===== src/rtl/wl_pkg.sv =====
package wl_pkg;

    // Wear counter width is fixed by the block's definition.
    localparam int CNT_W = 20;

    typedef logic [CNT_W-1:0] wear_cnt_t;

    // Per-block bookkeeping entry.
    typedef struct packed {
        wear_cnt_t cnt;
        logic      alloc;
        logic      retired;
    } blk_state_t;

    typedef enum logic [0:0] {
        SC_IDLE = 1'b0,
        SC_SCAN = 1'b1
    } scan_state_e;

endpackage


===== src/rtl/wl_block_table.sv =====
module wl_block_table
    import wl_pkg::*;
#(
    parameter int NUM_BLOCKS = 8,
    parameter int IDX_W      = 3,
    parameter int ENDURANCE  = 1000000
) (
    input  logic             clk,
    input  logic             rst_n,
    input  logic             set_vld,
    input  logic [IDX_W-1:0] set_idx,
    input  logic             free_vld,
    input  logic [IDX_W-1:0] free_idx,
    input  logic             wr_vld,
    input  logic [IDX_W-1:0] wr_idx,
    input  logic             vfy_vld,
    input  logic [IDX_W-1:0] vfy_idx,
    input  logic             vfy_err,
    input  logic             swap_vld,
    input  logic [IDX_W-1:0] swap_src,
    input  logic [IDX_W-1:0] swap_dst,
    output blk_state_t       state_o [NUM_BLOCKS]
);

    localparam wear_cnt_t END_CNT = wear_cnt_t'(ENDURANCE);
    localparam wear_cnt_t CNT_MAX = '1;

    for (genvar b = 0; b < NUM_BLOCKS; b++) begin : g_blk
        localparam logic [IDX_W-1:0] MY_IDX = IDX_W'(b);

        blk_state_t st_d, st_q;

        always_comb begin
            st_d = st_q;
            // saturating wear count
            if (wr_vld && wr_idx == MY_IDX && st_q.cnt != CNT_MAX) begin
                st_d.cnt = st_q.cnt + 1'b1;
            end
            // release
            if (free_vld && free_idx == MY_IDX) begin
                st_d.alloc = 1'b0;
            end
            // migration swap
            if (swap_vld && swap_src == MY_IDX) begin
                st_d.alloc = 1'b0;
            end
            if (swap_vld && swap_dst == MY_IDX) begin
                st_d.alloc = 1'b1;
            end
            // grant claims the block
            if (set_vld && set_idx == MY_IDX) begin
                st_d.alloc = 1'b1;
            end
            // endurance limit
            if (st_d.cnt >= END_CNT) begin
                st_d.retired = 1'b1;
            end
            // corrected error seen on verification read
            if (vfy_vld && vfy_err && vfy_idx == MY_IDX) begin
                st_d.retired = 1'b1;
            end
            // a retired block holds no data stream
            if (st_d.retired) begin
                st_d.alloc = 1'b0;
            end
        end

        always_ff @(posedge clk or negedge rst_n) begin
            if (!rst_n) begin
                st_q <= '0;
            end else begin
                st_q <= st_d;
            end
        end

        assign state_o[b] = st_q;
    end

endmodule


===== src/rtl/wl_min_scan.sv =====
module wl_min_scan
    import wl_pkg::*;
#(
    parameter int NUM_BLOCKS = 8,
    parameter int IDX_W      = 3
) (
    input  logic             clk,
    input  logic             rst_n,
    input  logic             req_i,
    input  blk_state_t       state_i [NUM_BLOCKS],
    output logic             grant_o,
    output logic             none_o,
    output logic [IDX_W-1:0] gidx_o,
    output logic             set_vld_o,
    output logic [IDX_W-1:0] set_idx_o
);

    localparam logic [IDX_W-1:0] LAST_IDX = IDX_W'(NUM_BLOCKS - 1);

    typedef struct packed {
        scan_state_e      state;
        logic [IDX_W-1:0] idx;
        logic [IDX_W-1:0] best_idx;
        wear_cnt_t        best_cnt;
        logic             found;
        logic             grant;
        logic             none;
        logic [IDX_W-1:0] gidx;
    } scan_t;

    scan_t s_d, s_q;

    blk_state_t       cur;
    blk_state_t       fin;
    logic             take;
    logic             n_found;
    logic [IDX_W-1:0] n_idx;
    wear_cnt_t        n_cnt;
    logic             ok;

    always_comb begin
        s_d       = s_q;
        s_d.grant = 1'b0;
        s_d.none  = 1'b0;
        set_vld_o = 1'b0;
        set_idx_o = s_q.best_idx;
        cur       = state_i[s_q.idx];
        take      = !cur.alloc && !cur.retired && (!s_q.found || cur.cnt < s_q.best_cnt);
        n_found   = s_q.found | take;
        n_idx     = take ? s_q.idx : s_q.best_idx;
        n_cnt     = take ? cur.cnt : s_q.best_cnt;
        fin       = state_i[n_idx];
        ok        = n_found && !fin.alloc && !fin.retired;

        unique case (s_q.state)
            SC_IDLE: begin
                // requests are only taken while idle
                if (req_i) begin
                    s_d.state    = SC_SCAN;
                    s_d.idx      = '0;
                    s_d.found    = 1'b0;
                    s_d.best_idx = '0;
                    s_d.best_cnt = '1;
                end
            end
            SC_SCAN: begin
                s_d.found    = n_found;
                s_d.best_idx = n_idx;
                s_d.best_cnt = n_cnt;
                if (s_q.idx == LAST_IDX) begin
                    s_d.state = SC_IDLE;
                    s_d.grant = ok;
                    s_d.none  = !ok;
                    s_d.gidx  = n_idx;
                    set_vld_o = ok;
                    set_idx_o = n_idx;
                end else begin
                    s_d.idx = s_q.idx + 1'b1;
                end
            end
            default: s_d.state = SC_IDLE;
        endcase
    end

    always_ff @(posedge clk or negedge rst_n) begin
        if (!rst_n) begin
            s_q <= '{state: SC_IDLE, default: '0};
        end else begin
            s_q <= s_d;
        end
    end

    assign grant_o = s_q.grant;
    assign none_o  = s_q.none;
    assign gidx_o  = s_q.gidx;

endmodule


===== src/rtl/wl_gap_monitor.sv =====
module wl_gap_monitor
    import wl_pkg::*;
#(
    parameter int NUM_BLOCKS = 8,
    parameter int IDX_W      = 3,
    parameter int GAP_LIMIT  = 4096
) (
    input  logic             clk,
    input  logic             rst_n,
    input  blk_state_t       state_i [NUM_BLOCKS],
    input  logic             ack_i,
    output logic             mig_req_o,
    output logic [IDX_W-1:0] mig_src_o,
    output logic [IDX_W-1:0] mig_dst_o
);

    localparam wear_cnt_t GAP_CNT = wear_cnt_t'(GAP_LIMIT);

    typedef struct packed {
        logic             req;
        logic [IDX_W-1:0] src;
        logic [IDX_W-1:0] dst;
    } mig_t;

    mig_t m_d, m_q;

    wear_cnt_t        hi_cnt, lo_cnt, src_cnt, dst_cnt;
    logic             have_live, have_src, have_dst;
    logic [IDX_W-1:0] src_idx, dst_idx;

    always_comb begin
        hi_cnt    = '0;
        lo_cnt    = '1;
        src_cnt   = '1;
        dst_cnt   = '1;
        have_live = 1'b0;
        have_src  = 1'b0;
        have_dst  = 1'b0;
        src_idx   = '0;
        dst_idx   = '0;
        for (int i = 0; i < NUM_BLOCKS; i++) begin
            if (!state_i[i].retired) begin
                have_live = 1'b1;
                if (state_i[i].cnt > hi_cnt) hi_cnt = state_i[i].cnt;
                if (state_i[i].cnt < lo_cnt) lo_cnt = state_i[i].cnt;
                // strict compare keeps the lowest index on ties
                if (state_i[i].alloc) begin
                    if (!have_src || state_i[i].cnt < src_cnt) begin
                        src_cnt = state_i[i].cnt;
                        src_idx = IDX_W'(i);
                    end
                    have_src = 1'b1;
                end else begin
                    if (!have_dst || state_i[i].cnt < dst_cnt) begin
                        dst_cnt = state_i[i].cnt;
                        dst_idx = IDX_W'(i);
                    end
                    have_dst = 1'b1;
                end
            end
        end

        m_d.src = src_idx;
        m_d.dst = dst_idx;
        // spread check, R9 one quiet cycle after an accepted ack
        m_d.req = have_live && have_src && have_dst
                  && ((hi_cnt - lo_cnt) > GAP_CNT)
                  && !(m_q.req && ack_i);
    end

    always_ff @(posedge clk or negedge rst_n) begin
        if (!rst_n) begin
            m_q <= '0;
        end else begin
            m_q <= m_d;
        end
    end

    assign mig_req_o = m_q.req;
    assign mig_src_o = m_q.src;
    assign mig_dst_o = m_q.dst;

endmodule


===== src/rtl/wl_alloc_top.sv =====
module wl_alloc_top
    import wl_pkg::*;
#(
    parameter int NUM_STREAMS = 4,
    parameter int ENDURANCE   = 1000000,
    parameter int GAP_LIMIT   = 4096
) (
    input  logic                               clk,
    input  logic                               rst_n,
    input  logic                               alloc_req,
    output logic                               alloc_grant,
    output logic                               alloc_none,
    output logic [$clog2(2*NUM_STREAMS)-1:0]   alloc_idx,
    input  logic                               free_vld,
    input  logic [$clog2(2*NUM_STREAMS)-1:0]   free_idx,
    input  logic                               wr_done_vld,
    input  logic [$clog2(2*NUM_STREAMS)-1:0]   wr_done_idx,
    input  logic                               vfy_vld,
    input  logic [$clog2(2*NUM_STREAMS)-1:0]   vfy_idx,
    input  logic                               vfy_ecc_err,
    output logic                               mig_req,
    output logic [$clog2(2*NUM_STREAMS)-1:0]   mig_src,
    output logic [$clog2(2*NUM_STREAMS)-1:0]   mig_dst,
    input  logic                               mig_ack
);

    // two physical blocks per logical stream
    localparam int NUM_BLOCKS = 2 * NUM_STREAMS;
    localparam int IDX_W      = $clog2(NUM_BLOCKS);

    blk_state_t       blk_state [NUM_BLOCKS];
    logic             set_vld;
    logic [IDX_W-1:0] set_idx;
    logic             swap_vld;
    logic [NUM_BLOCKS-1:0] alloc_vec;
    logic [NUM_BLOCKS-1:0] retired_vec;

    assign swap_vld = mig_req && mig_ack;

    wl_block_table #(
        .NUM_BLOCKS (NUM_BLOCKS),
        .IDX_W      (IDX_W),
        .ENDURANCE  (ENDURANCE)
    ) u_table (
        .clk      (clk),
        .rst_n    (rst_n),
        .set_vld  (set_vld),
        .set_idx  (set_idx),
        .free_vld (free_vld),
        .free_idx (free_idx),
        .wr_vld   (wr_done_vld),
        .wr_idx   (wr_done_idx),
        .vfy_vld  (vfy_vld),
        .vfy_idx  (vfy_idx),
        .vfy_err  (vfy_ecc_err),
        .swap_vld (swap_vld),
        .swap_src (mig_src),
        .swap_dst (mig_dst),
        .state_o  (blk_state)
    );

    wl_min_scan #(
        .NUM_BLOCKS (NUM_BLOCKS),
        .IDX_W      (IDX_W)
    ) u_scan (
        .clk       (clk),
        .rst_n     (rst_n),
        .req_i     (alloc_req),
        .state_i   (blk_state),
        .grant_o   (alloc_grant),
        .none_o    (alloc_none),
        .gidx_o    (alloc_idx),
        .set_vld_o (set_vld),
        .set_idx_o (set_idx)
    );

    wl_gap_monitor #(
        .NUM_BLOCKS (NUM_BLOCKS),
        .IDX_W      (IDX_W),
        .GAP_LIMIT  (GAP_LIMIT)
    ) u_gap (
        .clk       (clk),
        .rst_n     (rst_n),
        .state_i   (blk_state),
        .ack_i     (mig_ack),
        .mig_req_o (mig_req),
        .mig_src_o (mig_src),
        .mig_dst_o (mig_dst)
    );

    for (genvar b = 0; b < NUM_BLOCKS; b++) begin : g_vec
        assign alloc_vec[b]   = blk_state[b].alloc;
        assign retired_vec[b] = blk_state[b].retired;
    end

endmodule


===== config.mk =====
export PLATFORM = sky130hd
export DESIGN_NAME = wl_alloc_top
export DESIGN_NICKNAME = d
export VERILOG_FILES = /design/src/rtl/wl_pkg.sv /design/src/rtl/wl_block_table.sv /design/src/rtl/wl_min_scan.sv /design/src/rtl/wl_gap_monitor.sv /design/src/rtl/wl_alloc_top.sv
export SDC_FILE = /design/constraint.sdc
export NUM_CORES = 2
export LEC_CHECK = 0
export ABC_AREA = 1
export BUFFER_PORTS_ARGS = -buffer_cell sky130_fd_sc_hd__buf_2
export CAP_MARGIN = 20
export CORE_MARGIN = 3
export CORE_UTILIZATION = 53
export DETAILED_ROUTE_END_ITERATION = 12
export HOLD_SLACK_MARGIN = 0.12
export PLACE_DENSITY = 0.69
export SLEW_MARGIN = 25
export SYNTH_ARGS = -nofsm -noshare
export SYNTH_HDL_FRONTEND = slang
export SYNTH_SLANG_ARGS = --single-unit
export TNS_END_PERCENT = 50

===== constraint.sdc =====
create_clock -name clk -period 19.44 [get_ports clk]
set_input_delay 4.86 -clock clk [delete_from_list [all_inputs] [get_ports clk]]
set_output_delay 4.86 -clock clk [all_outputs]
set_load 0.05 [all_outputs]

==> out/results.txt <==
Async S/R FF share, synth: 100%
number of vias per cell: 6.24
Synth Register Bits: 216
Synth Flop Type: dfrtp_1
CTS tree: built
PortBufs: 28
Pleak: 0.0181 µW
cell row count: 88
fill count: 5722
met3 wire len: 13.5 mm
total gr overflow: 0
Power Dens Cells: 125 nW/µm²
Max Clock Freq: 0.0566 GHz
uppermost routed layer: met4
Via Count: 35.0k
peak supply drop: 0.161 mV
largest net degree at the start of global routing: 95
Synth Area per Inst: 6.61 µm²
Total Routing Usage GR: 43.6%
Max stage delay on crit path: 0.70 ns
status: finished, final reports clean
Final Cycle Share: 90.9%
total negative slack: 0 ns
WL met2: 59.3 mm
WP data arrival: 18.18 ns
Storage cell area: 5410 µm²
layout cells sized above 1: 8.17%
Post-CTS Setup Inserts: 0
clock root cell: clkbuf_16
Post-route DRC: 0
clock skew: 0.0100 ns
total CTS buffers: 27
total routed wirelength: 140 mm
Crit. End Element: flip-flop
CP Max Fanout: 30
Slowest cell on crit path: o21ai_0
vias in the first global route: 32.6k
core area: 58100 µm²
DR pass1 iterations: 6
Ports: 29
critical path launch point type: flip-flop
Slew HR: 11.9%
first-pass GRT wire length: 207 mm
final setup fails: 0
minimum clock period: 17.67 ns
number of enable flip-flop cells after synthesis: 0
worst path bufs/invs: 11
area grow syn2layout: 9.56%
Die W: 249 µm
max-cap viol count: 0
DRT iter0 DRCs: 3803
register area share after synthesis: 17.2%
Yosys cell types: 60
initial antenna violation count: 0
Synth Instances: 4745
Antenna diodes: 0
Max clock buf depth: 3
most used cell, CP: nand2_1
synth warn: 0
worst-skew pair later-pin latency: 0.62 ns
WS Path Type: reg2reg
M1 WL: 54.2 mm
Synth Net Count: 5341
Routability Congestion: 1.10
Final Instance Count excl. Fillers: 5614
Cells after DPL: 5564
Initial Util: 53.9%
Die Area: 62100 µm²
Worst Tran Pin Value: 1.31 ns
Slew Limit Fails: 0
Final ANT Viol Nets: 0
Post-DP HPWL: 112 mm
Clock transition at path regs: 0.07 ns
Synth Cell Area: 31400 µm²
worst path required time: 19.95 ns
Die Ht: 249 µm
Final Net Count: 5424
multi-input combinational cell area: 23500 µm²
Final Hold Fails: 0
H-tree depth: 1
Tightest Hold Check Type: reg2reg
clk sink count: 216
wire per inst: 24.9 µm
delay-heaviest family, CP: compound AO/OA/AOI/OAI gates
## tightest hold or removal path: stages (launching register included)
cell and delay, ns:
dfrtp_1 0.35, nand2_1 0.05, nand2_1 0.05
## cell type report
cell class | instances | area share (%)
multi-input combinational | 3899 | 68.4
sequential | 216 | 15.7
timing repair buffer | 266 | 5.75
inverter | 418 | 4.57
tap | 765 | 2.79
clock buffer | 41 | 2.32
clock inverter | 9 | 0.404
## registers in the layout, summed over array words and instances, names as in the netlist
register         flops
u_scan.s_q          28
u_scan.none_o        1
u_scan.grant_o       1
u_gap.mig_req_o      1
u_gap.mig_src_o      3
u_table.state_o    176
u_gap.mig_dst_o      3
u_scan.gidx_o        3
## metrics by stage
step | worst slack [ns] | cell area [µm²] | hold slack [ns] | utilization, % | power (µW)
finish | 1.77 | 34400 | 0.483 | 59.1 | 4310
global route | -0.0215 | 34400 | 0.519 | 59.1 | 4670
CTS | 0.523 | 34300 | 0.484 | 59.0 | 4200
detailed placement | 0.490 | 33300 | 0.469 | 57.3 | 3630
global placement | 0.548 | 33300 | 0.461 | 57.3 | 3610
floorplan | 3.47 | 31400 | 0.450 | - | 2600
## report_power, final
group          switching, µW  total (µW)  leakage, µW  internal [µW]
clock                    233         556     0.000464            323
combinational           2050        3080       0.0150           1030
sequential               141         674      0.00260            533
## layout by cell type (no fill, tap or decap), types with 14 or more instances in the layout
cell type,synthesis,layout
a31oi_1,34,34
clkbuf_16,0,27
nor4_1,53,51
inv_1,401,400
o21ai_0,608,598
ha_1,578,578
o221ai_1,22,22
nand4_1,103,103
o211ai_1,25,25
xor2_1,135,135
inv_2,13,14
a211oi_1,45,45
nor3_1,70,68
a21oi_1,333,333
o21ai_2,17,18
buf_2,5,27
xnor2_1,24,24
nor2_1,318,317
o21ai_1,26,35
dfrtp_1,216,213
nand2_1,1243,1241
buf_4,8,235
nand3_1,144,144
## repair_timing
item	4_1_cts	5_1_grt
endpoints found under the setup margin	0	1
hold buffers	0	0
gates resized for setup	0	26
## final timing paths
| check | endpoint | from | slack, ns | cells past startpoint |
|---|---|---|---|---|
| setup / recovery | u_gap.mig_req_o | u_table.state_o[154] | 1.77 | 90 |
| hold / removal | u_scan.gidx_o[1] | u_scan.gidx_o[1] | 0.48 | 2 |
| min in group asynchronous | u_table.state_o[74] | rst_n | 4.30 | 1 |
| hold reg to reg | u_scan.gidx_o[1] | u_scan.gidx_o[1] | 0.48 | 2 |
| setup reg to reg | u_gap.mig_req_o | u_table.state_o[154] | 1.77 | 90 |
| max in group asynchronous | u_table.state_o[154] | rst_n | 12.89 | 3 |
## synthesized netlist by cell type, types with 5 or more instances
library cell	count	share of area (%)
nand2_1	1243	15
o21ai_1	26	0.41
o211ai_1	25	0.60
nand3_1	144	2.3
o21a_1	6	0.14
a31oi_1	34	0.68
inv_1	401	4.8
nand3b_1	7	0.17
buf_6	13	0.47
o21bai_1	8	0.19
clkbuf_1	173	2.1
o31ai_1	6	0.14
nand2_2	14	0.28
inv_2	13	0.16
o221ai_1	22	0.61
a211oi_1	45	1.1
buf_4	8	0.19
or2_2	6	0.12
xnor2_1	24	0.67
nand2_4	6	0.22
ha_1	578	23
nor4_1	53	1.1
nor3_1	70	1.1
a221oi_1	11	0.31
nor2_1	318	3.8
nand4_1	103	2.1
xor2_1	135	3.8
o21ai_0	608	9.7
o21ai_2	17	0.47
nor2_2	6	0.12
buf_2	5	0.080
a21oi_1	333	5.3
dfrtp_1	216	17
buf_1	10	0.12
## routing by layer
layer / global-route usage, % / up-vias
met5: 0 / -
met4: 31.1 / 0
met3: 7.54 / 519
met2: 67.6 / 2023
met1: 54.8 / 16000
li1: - / 16500
## cells by family (layout without fill, tap and decap cells)
family | count (synthesis) | count (layout) | share of synthesized area (%)
XOR/XNOR | 159 | 159 | 4.44
flip-flops | 216 | 216 | 17.2
AND/OR/NAND/NOR | 1989 | 1989 | 26.6
buffers and inverters | 630 | 734 | 8.08
AO/OA/AOI/OAI | 1172 | 1172 | 20.5
adder cells (fa/ha/maj) | 579 | 579 | 23.1
Power figures use the tool's default switching activity.
